==> src/rtl/tdm_tx_pkg.sv <==
package tdm_tx_pkg;
  localparam int DATA_W   = 32;
  localparam int IDX_W    = 6;
  localparam int SLOT_MIN = 2;
  localparam int SLOT_MAX = 32;
  localparam int WSEL_MAX = 6;

  typedef struct packed {
    logic             burst;
    logic [IDX_W-1:0] slots;
    logic [IDX_W-1:0] slot_w;
    logic [IDX_W-1:0] word_w;
    logic [1:0]       dly;
    logic             lsb_first;
    logic             r_align;
  } cfg_t;

  function automatic cfg_t decode_cfg(logic [IDX_W-1:0] slots, logic [2:0] wsel,
                                      logic [2:0] nsel, logic [1:0] dly,
                                      logic lsb, logic ra, logic burst);
    cfg_t c;
    logic [2:0] ws, ns;
    ws = (wsel > 3'(WSEL_MAX)) ? 3'(WSEL_MAX) : wsel;
    ns = (nsel > ws) ? ws : nsel;
    c.burst     = burst;
    c.slots     = (slots < IDX_W'(SLOT_MIN)) ? IDX_W'(SLOT_MIN) :
                  (slots > IDX_W'(SLOT_MAX)) ? IDX_W'(SLOT_MAX) : slots;
    c.slot_w    = 6'd8 + {1'b0, ws, 2'b00};
    c.word_w    = 6'd8 + {1'b0, ns, 2'b00};
    c.dly       = (dly == 2'd3) ? 2'd2 : dly;
    c.lsb_first = lsb;
    c.r_align   = ra;
    return c;
  endfunction
endpackage

==> src/rtl/tdm_tx_seq.sv <==
module tdm_tx_seq
  import tdm_tx_pkg::*;
(
  input  logic             clk_i,
  input  logic             rst_ni,
  input  logic             en_i,
  input  logic             ext_fs_i,
  input  cfg_t             live_cfg_i,
  output cfg_t             cfg_o,
  output logic             active_o,
  output logic [IDX_W-1:0] bit_idx_o,
  output logic             slot_load_o,
  output logic             fs_pulse_o
);
  cfg_t             cfg_q;
  logic             active_q;
  logic [IDX_W-1:0] bit_q, slot_q;
  logic             start_ok, slot_end, frame_end, frame_start;

  assign start_ok    = en_i && (!live_cfg_i.burst || ext_fs_i);
  assign slot_end    = active_q && (bit_q == cfg_q.slot_w - 6'd1);
  assign frame_end   = slot_end && (cfg_q.burst || (slot_q == cfg_q.slots - 6'd1));
  assign frame_start = (!active_q || frame_end) && start_ok;
  assign slot_load_o = frame_start || (slot_end && !frame_end);

  always_ff @(posedge clk_i or negedge rst_ni) begin
    if (!rst_ni) begin
      active_q <= 1'b0;
      bit_q    <= '0;
      slot_q   <= '0;
      cfg_q    <= '0;
    end else if (!active_q || frame_end) begin
      active_q <= start_ok;
      bit_q    <= '0;
      slot_q   <= '0;
      if (start_ok) cfg_q <= live_cfg_i;
    end else if (slot_end) begin
      bit_q  <= '0;
      slot_q <= slot_q + 6'd1;
    end else begin
      bit_q <= bit_q + 6'd1;
    end
  end

  assign cfg_o      = cfg_q;
  assign active_o   = active_q;
  assign bit_idx_o  = bit_q;
  assign fs_pulse_o = active_q && !cfg_q.burst && (bit_q == '0) && (slot_q == '0);

  assert_cfg_hold_R9: assert property (@(posedge clk_i) disable iff (!rst_ni)
    (active_q && !frame_start) |=> $stable(cfg_q));
  assert_bit_range_R3: assert property (@(posedge clk_i) disable iff (!rst_ni)
    active_q |-> (bit_q < cfg_q.slot_w));
  assert_fs_gap_R2: assert property (@(posedge clk_i) disable iff (!rst_ni)
    fs_pulse_o |=> !fs_pulse_o);
endmodule

==> src/rtl/tdm_tx_buf.sv <==
module tdm_tx_buf
  import tdm_tx_pkg::*;
(
  input  logic              clk_i,
  input  logic              rst_ni,
  input  logic [DATA_W-1:0] s_data_i,
  input  logic              s_valid_i,
  output logic              s_ready_o,
  input  logic              load_i,
  input  logic              clr_i,
  output logic [DATA_W-1:0] word_o,
  output logic              underrun_o
);
  logic [DATA_W-1:0] buf_q, word_q;
  logic              buf_vld, und_q, accept;

  assign s_ready_o = !buf_vld;
  assign accept    = s_valid_i && !buf_vld;

  always_ff @(posedge clk_i or negedge rst_ni) begin
    if (!rst_ni) begin
      buf_q   <= '0;
      buf_vld <= 1'b0;
      word_q  <= '0;
      und_q   <= 1'b0;
    end else begin
      if (load_i) word_q <= buf_vld ? buf_q : '0;
      if (load_i && !buf_vld) und_q <= 1'b1;
      else if (clr_i)         und_q <= 1'b0;
      if (accept) begin
        buf_q   <= s_data_i;
        buf_vld <= 1'b1;
      end else if (load_i) begin
        buf_vld <= 1'b0;
      end
    end
  end

  assign word_o     = word_q;
  assign underrun_o = und_q;

  assert_underrun_sticky_R7: assert property (@(posedge clk_i) disable iff (!rst_ni)
    (und_q && !clr_i) |=> und_q);
  assert_no_overwrite_R11: assert property (@(posedge clk_i) disable iff (!rst_ni)
    (buf_vld && !load_i) |=> (buf_vld && $stable(buf_q)));
endmodule

==> src/rtl/tdm_tx_fmt.sv <==
module tdm_tx_fmt
  import tdm_tx_pkg::*;
(
  input  logic              clk_i,
  input  logic              rst_ni,
  input  logic              active_i,
  input  logic [IDX_W-1:0]  bit_idx_i,
  input  logic [DATA_W-1:0] word_i,
  input  cfg_t              cfg_i,
  output logic              sd_o
);
  logic [IDX_W-1:0] off, k, sel;
  logic             in_word, bit_now;
  logic [1:0]       dline;

  always_comb begin
    off     = cfg_i.r_align ? (cfg_i.slot_w - cfg_i.word_w) : '0;
    in_word = (bit_idx_i >= off) && (bit_idx_i < off + cfg_i.word_w);
    k       = bit_idx_i - off;
    sel     = cfg_i.lsb_first ? k : (cfg_i.word_w - 6'd1 - k);
    bit_now = active_i && in_word && !sel[IDX_W-1] && word_i[sel[IDX_W-2:0]];
  end

  // whole stream delayed, so data may spill past the next frame start
  always_ff @(posedge clk_i or negedge rst_ni) begin
    if (!rst_ni) dline <= '0;
    else         dline <= {dline[0], bit_now};
  end

  always_comb begin
    case (cfg_i.dly)
      2'd0:    sd_o = bit_now;
      2'd1:    sd_o = dline[0];
      default: sd_o = dline[1];
    endcase
  end

  assert_idle_quiet_R10: assert property (@(posedge clk_i) disable iff (!rst_ni)
    (!active_i && !$past(active_i) && !$past(active_i, 2)) |-> !sd_o);
endmodule

==> src/rtl/tdm_tx.sv <==
module tdm_tx
  import tdm_tx_pkg::*;
(
  input  logic              clk_i,
  input  logic              rst_ni,
  input  logic              en_i,
  input  logic              burst_i,
  input  logic              ext_fs_i,
  input  logic [IDX_W-1:0]  slots_i,
  input  logic [2:0]        slot_wsel_i,
  input  logic [2:0]        word_wsel_i,
  input  logic [1:0]        delay_i,
  input  logic              lsb_first_i,
  input  logic              right_align_i,
  input  logic [DATA_W-1:0] s_data_i,
  input  logic              s_valid_i,
  output logic              s_ready_o,
  input  logic              clr_underrun_i,
  output logic              sd_o,
  output logic              fs_o,
  output logic              underrun_o
);
  cfg_t              live_cfg, cfg;
  logic              active, slot_load;
  logic [IDX_W-1:0]  bit_idx;
  logic [DATA_W-1:0] word;

  assign live_cfg = decode_cfg(slots_i, slot_wsel_i, word_wsel_i, delay_i,
                               lsb_first_i, right_align_i, burst_i);

  tdm_tx_seq u_seq (
    .clk_i(clk_i), .rst_ni(rst_ni), .en_i(en_i), .ext_fs_i(ext_fs_i),
    .live_cfg_i(live_cfg), .cfg_o(cfg), .active_o(active),
    .bit_idx_o(bit_idx), .slot_load_o(slot_load), .fs_pulse_o(fs_o)
  );

  tdm_tx_buf u_buf (
    .clk_i(clk_i), .rst_ni(rst_ni), .s_data_i(s_data_i), .s_valid_i(s_valid_i),
    .s_ready_o(s_ready_o), .load_i(slot_load), .clr_i(clr_underrun_i),
    .word_o(word), .underrun_o(underrun_o)
  );

  tdm_tx_fmt u_fmt (
    .clk_i(clk_i), .rst_ni(rst_ni), .active_i(active), .bit_idx_i(bit_idx),
    .word_i(word), .cfg_i(cfg), .sd_o(sd_o)
  );

  assert_burst_no_fs_R8: assert property (@(posedge clk_i) disable iff (!rst_ni)
    burst_i && $past(burst_i) && !active |=> !fs_o);
endmodule

==> config.mk <==
export PLATFORM = sky130hd
export DESIGN_NAME = tdm_tx
export DESIGN_NICKNAME = d
export VERILOG_FILES = /design/src/rtl/tdm_tx_pkg.sv /design/src/rtl/tdm_tx_seq.sv /design/src/rtl/tdm_tx_buf.sv /design/src/rtl/tdm_tx_fmt.sv /design/src/rtl/tdm_tx.sv
export SDC_FILE = /design/constraint.sdc
export NUM_CORES = 1
export LEC_CHECK = 0
export BUFFER_PORTS_ARGS = -buffer_cell sky130_fd_sc_hd__buf_2
export CORE_ASPECT_RATIO = 1.25
export CORE_MARGIN = 1.5
export CORE_UTILIZATION = 35
export CTS_CLUSTER_DIAMETER = 100
export DETAILED_ROUTE_END_ITERATION = 16
export SYNTH_ARGS = -nofsm -noshare
export SYNTH_HDL_FRONTEND = slang
export SYNTH_SLANG_ARGS = --single-unit
==> constraint.sdc <==
create_clock -name clk_i -period 11.7 [get_ports clk_i]
set_clock_uncertainty 0.1 [all_clocks]
set_input_delay 2.34 -clock clk_i [delete_from_list [all_inputs] [get_ports clk_i]]
set_output_delay 2.34 -clock clk_i [all_outputs]
set_load 0.05 [all_outputs]
==> flow_summary.ini, run 1 <==
[logic_synthesis]
syn_area_um2 = 5770
synth_cell_type_count = 58
synth_edf_count = 0
ys_warn_count = 0
seq_area_frac_synth_pct = 43.4
netlist.top_cell.by_area = dfrtp_1
syn_nets = 634
netlist_top_cells_area = dfrtp_1, mux2_2, ha_1
avgSynthCellArea_um2 = 10.5
ys_seq_elements = 100
async_reset_ff_share_pct = 100
dominantRegCellSynth = dfrtp_1
yosys.area.top_type_share_pct = 43.4
synth_common_cells = dfrtp_1, nand2_1, mux2_2
synthesis.instances = 549
synth_most_common_cell = dfrtp_1

[drt]
wl_mm = 12.0
wl_per_cell_um = 14.7
drtAntennaViolNets = 0
post-route-drc-count = 0
post_drt_via_cell_ratio = 5.17
initialDrtViolationCount = 175
dr.pass1.iters = 4
vias = 4222

[clock_network]
cts_buffers = 9
tritoncts = done
root_buffer = clkbuf_16
postCtsSetupRepairBufs = 0
cts_resized = 0
clkTransAtPathRegs_ns = 0.07
clock_latency_ns = 0.35
ctsHoldBuffers = 0
ctsLongestPathBuffers = 2
htree_levels = 3
clock-sinks = 100

[cells_and_area]
fin_area_um2 = 6540
multi_input_area_um2 = 3030
fin_nets = 680
drive_gt1_share_pct = 23.8
n_fill_cell = 1624
diodes = 0
synthToLayoutAreaGrowth_pct = 13.3
seq_area_um2 = 2500

[setup_path]
reg2reg_depth = 14
worst-setup-path-type = reg -> out
path_buf_inv = 4
worstPathRequired_ns = 9.26
r2r-start = u_seq.cfg_o[12]
critPathMaxStageDelay_ns = 0.59
cp_slowest_cell = a2111oi_0
ff2ff_setup_slack_ns = 7.93
cp-end-kind = output port
cp_top_family = compound AO/OA/AOI/OAI gates
timing.rr.end = u_fmt.dline[0]
cp-start-kind = flop
crit_arrival_ns = 4.39
path_cells = inv_1, ha_1, inv_1, fa_1, nand2_1, inv_1, ha_1, a31o_2, a21oi_1, xor2_1, xnor2_1, ha_1, a2111oi_0, nand4_1, o21ai_0, buf_2
cp_max_fo = 5

[floorplan]
core_um2 = 16100
design.die.area_um2 = 17300
start_util_pct = 35.8
die_x_um = 118
rows = 52
io_pins = 59
die_y_um = 147

[worst_hold_path]
whs_endpoint = u_fmt.dline[1]
hold_start = u_fmt.dline[0]
hold_class = reg -> reg
hold_depth = 0

[global_route]
antenna_found_initial = 0
grt_start_max_net_pins = 56
track_usage_pct = 14.7
grt_pass1_vias = 4278
grt_pass1_wl_mm = 20.8
overflow = 0

[run]
max-cap-violations = 0

[placed_design]
dp_slack_ns = 5.20
place.gp.congestion = 0.819
io_buffers = 58
place.detailed.hpwl_mm = 8.93
dpl-instance-area_um2 = 6230

[power]
power_leakage_nw = 2.92
power_frac_comb_pct = 12.5
swShare_pct = 24.7
pwr-share-clk_pct = 37.6
switching_power_uw = 204
ir_worst_vdd_v = 0.0000834
pwr-share-seq_pct = 49.9
power_density_nw_per_um2 = 126
p_int_uw = 621
p_total_uw = 825

[sta]
max_freq_mhz = 146
setup_viol = 0
finalSetupTns_ns = 0
hold_viol_final = 0
rsz0062_at_grt = false
maxSlewViolCount = 0
period_share_pct = 58.4
fin_ws_ns = 4.87
relSlewSlack_pct = 47.9
hold_ws_ns = 0.285
min_period_ns = 6.83
worstMarginPinSlew_ns = 0.781

[status]
status = complete, no violations
## metrics by stage
step                utilization, %  instances
floorplan                        -        549
global placement              38.6        800
detailed placement            38.6        800
CTS                           40.5        816
global route                  40.5        816
finish                        40.5        816
## power groups by stage
| stage | sequential, mW | clock [mW] | combinational (mW) |
|---|---|---|---|
| 5_1_grt | 0.419 | 0.335 | 0.117 |
| 3_5_place_dp | 0.420 | 0 | 0.106 |
| 3_3_place_gp | 0.418 | 0 | 0.101 |
| 2_1_floorplan | 0.411 | 0 | 0.0760 |
| 4_1_cts | 0.413 | 0.318 | 0.106 |
| 6_report | 0.412 | 0.310 | 0.103 |
## flip-flops by register name (all words and copies together) (netlist names)
name	cells
u_buf.buf_q	32
u_buf.buf_vld	1
u_buf.underrun_o	1
u_buf.word_o	32
u_fmt.dline	2
u_seq.active_o	1
u_seq.bit_idx_o	6
u_seq.cfg_o	19
u_seq.slot_q	6
## how the worst max path moves through the flow
stage               startpoint  endpoint  slack [ns]  cells past startpoint
2_1_floorplan  u_seq.cfg_o[12]      sd_o        5.08                     14
3_3_place_gp   u_seq.cfg_o[12]      sd_o        5.32                     15
3_5_place_dp   u_seq.cfg_o[12]      sd_o        5.20                     16
4_1_cts        u_seq.cfg_o[12]      sd_o        4.80                     16
5_1_grt        u_seq.cfg_o[12]      sd_o        4.57                     16
6_report       u_seq.cfg_o[12]      sd_o        4.87                     16
## kinds of logic after synthesis
family	synth area share [%]
DFF	43.4
xor gates and xnor gates	4.10
AOI/OAI and AO/OA	11.9
and+or+nand+nor	13.7
adders and majority gates	7.03
muxes	15.7
buffers and inverters	4.23
## area by class of cell
class | count | share of cell area, %
Multi-Input combinational cell | 396 | 46.3
Sequential cell | 100 | 38.3
Timing Repair Buffer | 64 | 5.17
Tap cell | 216 | 4.13
Clock buffer | 10 | 3.66
Inverter | 24 | 1.38
Clock inverter | 6 | 1.05
## worst reg2reg max path, cell delays in order (launching register included)
cell,delay [ns]
dfrtp_1,0.42
inv_1,0.11
ha_1,0.14
inv_1,0.06
fa_1,0.49
nand2_1,0.14
fa_1,0.46
xnor2_1,0.33
ha_1,0.33
xnor2_1,0.26
mux2_2,0.22
nor4_1,0.05
a211oi_1,0.34
nand3_1,0.12
nor2_1,0.13
## layer usage
metal / routed length (µm) / vias to the layer above / global-route usage, %
met3: 428 / 20 / 3.36
met5: 0 / - / 0
li1: - / 2063 / -
met4: 223 / 0 / 5.37
met1: 5500 / 2060 / 18.5
met2: 5880 / 79 / 24.6
## placed cells by master (no fill, tap or decap), types with 3 or more instances in the layout
cell,netlist,routed
and3_1,6,6
nor3_1,6,6
nand2b_1,5,5
buf_4,5,7
mux2i_1,17,17
nand4_1,5,5
a21oi_1,11,11
nand2_1,79,79
nand3_1,15,15
fa_1,4,4
dfrtp_1,100,100
inv_1,24,24
ha_1,26,26
o21ai_0,12,12
nor2b_1,8,6
a22o_1,7,7
mux4_2,8,8
nor4_1,6,6
buf_2,9,57
nor2_1,21,21
o22ai_1,35,35
clkbuf_16,0,9
and2_1,3,3
a31o_2,5,5
mux2_2,40,40
o211ai_1,3,3
mux2_1,8,8
xor2_1,13,13
xnor2_1,14,14
nand3b_1,4,4
Power figures use the tool's default switching activity.
==> run 2, diff against run 1 <==
==> constraint.sdc (replaced) <==
create_clock -name clk_i -period 6.35 [get_ports clk_i]
set_clock_uncertainty 0.1 [all_clocks]
set_input_delay 1.27 -clock clk_i [delete_from_list [all_inputs] [get_ports clk_i]]
set_output_delay 1.27 -clock clk_i [all_outputs]
set_load 0.05 [all_outputs]
==> flow_summary.ini, run 2 (same netlist as run 1, synthesis figures left out) <==
[power]
power_frac_comb_pct = 12.7
ir_worst_vdd_v = 0.000147
power_leakage_nw = 2.90
p_int_mw = 1.13
pwr-share-seq_pct = 50.8
swShare_pct = 24.4
pwr-share-clk_pct = 36.5
switching_power_uw = 365
power_density_nw_per_um2 = 229

[status]
status = complete, no violations

[drt]
wl_per_cell_um = 14.5
vias = 4215
post_drt_via_cell_ratio = 5.17
initialDrtViolationCount = 143
wl_mm = 11.8
drtAntennaViolNets = 0
post-route-drc-count = 0
dr.pass1.iters = 4

[clock_network]
root_buffer = clkbuf_16
ctsHoldBuffers = 0
cts_resized = 0
cts_buffers = 9
ctsLongestPathBuffers = 2
postCtsSetupRepairBufs = 0
tritoncts = done
clock_latency_ns = 0.35
clkTransAtPathRegs_ns = 0.07
htree_levels = 3
clock-sinks = 100

[global_route]
track_usage_pct = 14.8
grt_pass1_wl_mm = 20.8
grt_pass1_vias = 4345
overflow = 0
antenna_found_initial = 0
grt_start_max_net_pins = 56

[sta]
maxSlewViolCount = 0
min_period_ns = 5.71
setup_viol = 0
hold_viol_final = 0
worstMarginPinSlew_ns = 0.769
max_freq_mhz = 175
finalSetupTns_ns = 0
rsz0062_at_grt = false
relSlewSlack_pct = 48.7
period_share_pct = 90.0

[floorplan]
rows = 52
start_util_pct = 35.8
die_y_um = 147
die_x_um = 118
design.die.area_um2 = 17300
io_pins = 59
core_um2 = 16100

[worst_hold_path]
hold_class = reg -> reg

[setup_path]
worst-setup-path-type = reg -> out
cp-end-kind = output port
cp_max_fo = 5
worstPathRequired_ns = 4.98
cp-start-kind = flop
crit_arrival_ns = 4.34

[cells_and_area]
final_cell_mix = dfrtp_1, nand2_1, buf_2
synthToLayoutAreaGrowth_pct = 13.0
final_common_cell = dfrtp_1
fin_nets = 680
drive_gt1_share_pct = 23.5
diodes = 0
fin_area_um2 = 6520

[placed_design]
dpl-instance-area_um2 = 6230
io_buffers = 58
place.gp.congestion = 0.819
place.detailed.hpwl_mm = 8.86

[run]
max-cap-violations = 0
## run 2: cell types whose count changed in the layout (fill, tap and decap cells not counted), sizes merged
cell      change
clkinv        -1
clkinvlp      +1
inv           -1
## run 2: power groups by stage
| stage | Combinational, mW | Sequential, mW | Clock, mW |
|---|---|---|---|
| final | 0.189 | 0.760 | 0.546 |
| after global routing | 0.218 | 0.773 | 0.591 |
| after CTS | 0.195 | 0.761 | 0.567 |
| after detailed placement | 0.194 | 0.774 | 0 |
| after global placement | 0.187 | 0.770 | 0 |
| after floorplan | 0.140 | 0.758 | 0 |
## run 2: metrics by stage
step	hold WS (ns)	power [mW]	setup slack, ns	std cells	util, %
finish	0.286	1.49	0.636	815	40.4
global route	0.294	1.58	0.268	815	40.4
CTS	0.289	1.52	0.523	815	40.4
detailed placement	0.274	0.968	0.911	800	38.6
global placement	0.265	0.956	1.04	800	38.6
floorplan	0.254	0.898	0.799	549	-
## run 2: area by class of cell
class | instances | area [µm²]
inverters | 24 | 90.1
multi-input cells | 396 | 3030
clock buffers | 10 | 229
clock inverters | 5 | 60.1
flip-flops and latches | 100 | 2500
fillers | 1628 | 9620
well taps | 216 | 270
repair buffers | 64 | 338
## run 2: path summary, 6_finish.rpt
| kind | from | to | slack (ns) | depth (start not counted) |
|---|---|---|---|---|
| setup / recovery | u_seq.cfg_o[12] | sd_o | 0.64 | 15 |
| hold / removal | u_fmt.dline[0] | u_fmt.dline[1] | 0.29 | 0 |
| setup reg to reg | u_seq.cfg_o[12] | u_fmt.dline[0] | 2.58 | 14 |
| hold reg to reg | u_fmt.dline[0] | u_fmt.dline[1] | 0.29 | 0 |
| max in group asynchronous | rst_ni | u_seq.cfg_o[12] | 4.24 | 2 |
| min in group asynchronous | rst_ni | u_buf.underrun_o | 0.84 | 1 |
## run 2: layer usage
metal  GRT usage, %  up-vias  part of all wire [%]
met2           24.9       73                    49
met3           3.48       21                   3.5
met1           18.5     2058                    45
met5              0        -                     0
li1               -     2063                     -
met4           5.24        0                   1.9
## run 2: worst max-delay path, cell delays in order (launching register included)
cell	delay (ns)
dfrtp_1	0.42
inv_1	0.11
ha_1	0.14
inv_1	0.06
fa_1	0.48
nand2_1	0.14
fa_1	0.46
xnor2_1	0.35
ha_1	0.34
xnor2_1	0.26
mux2_2	0.22
nor4_1	0.05
a211oi_1	0.31
nand2_1	0.07
o21ai_0	0.25
buf_2	0.32
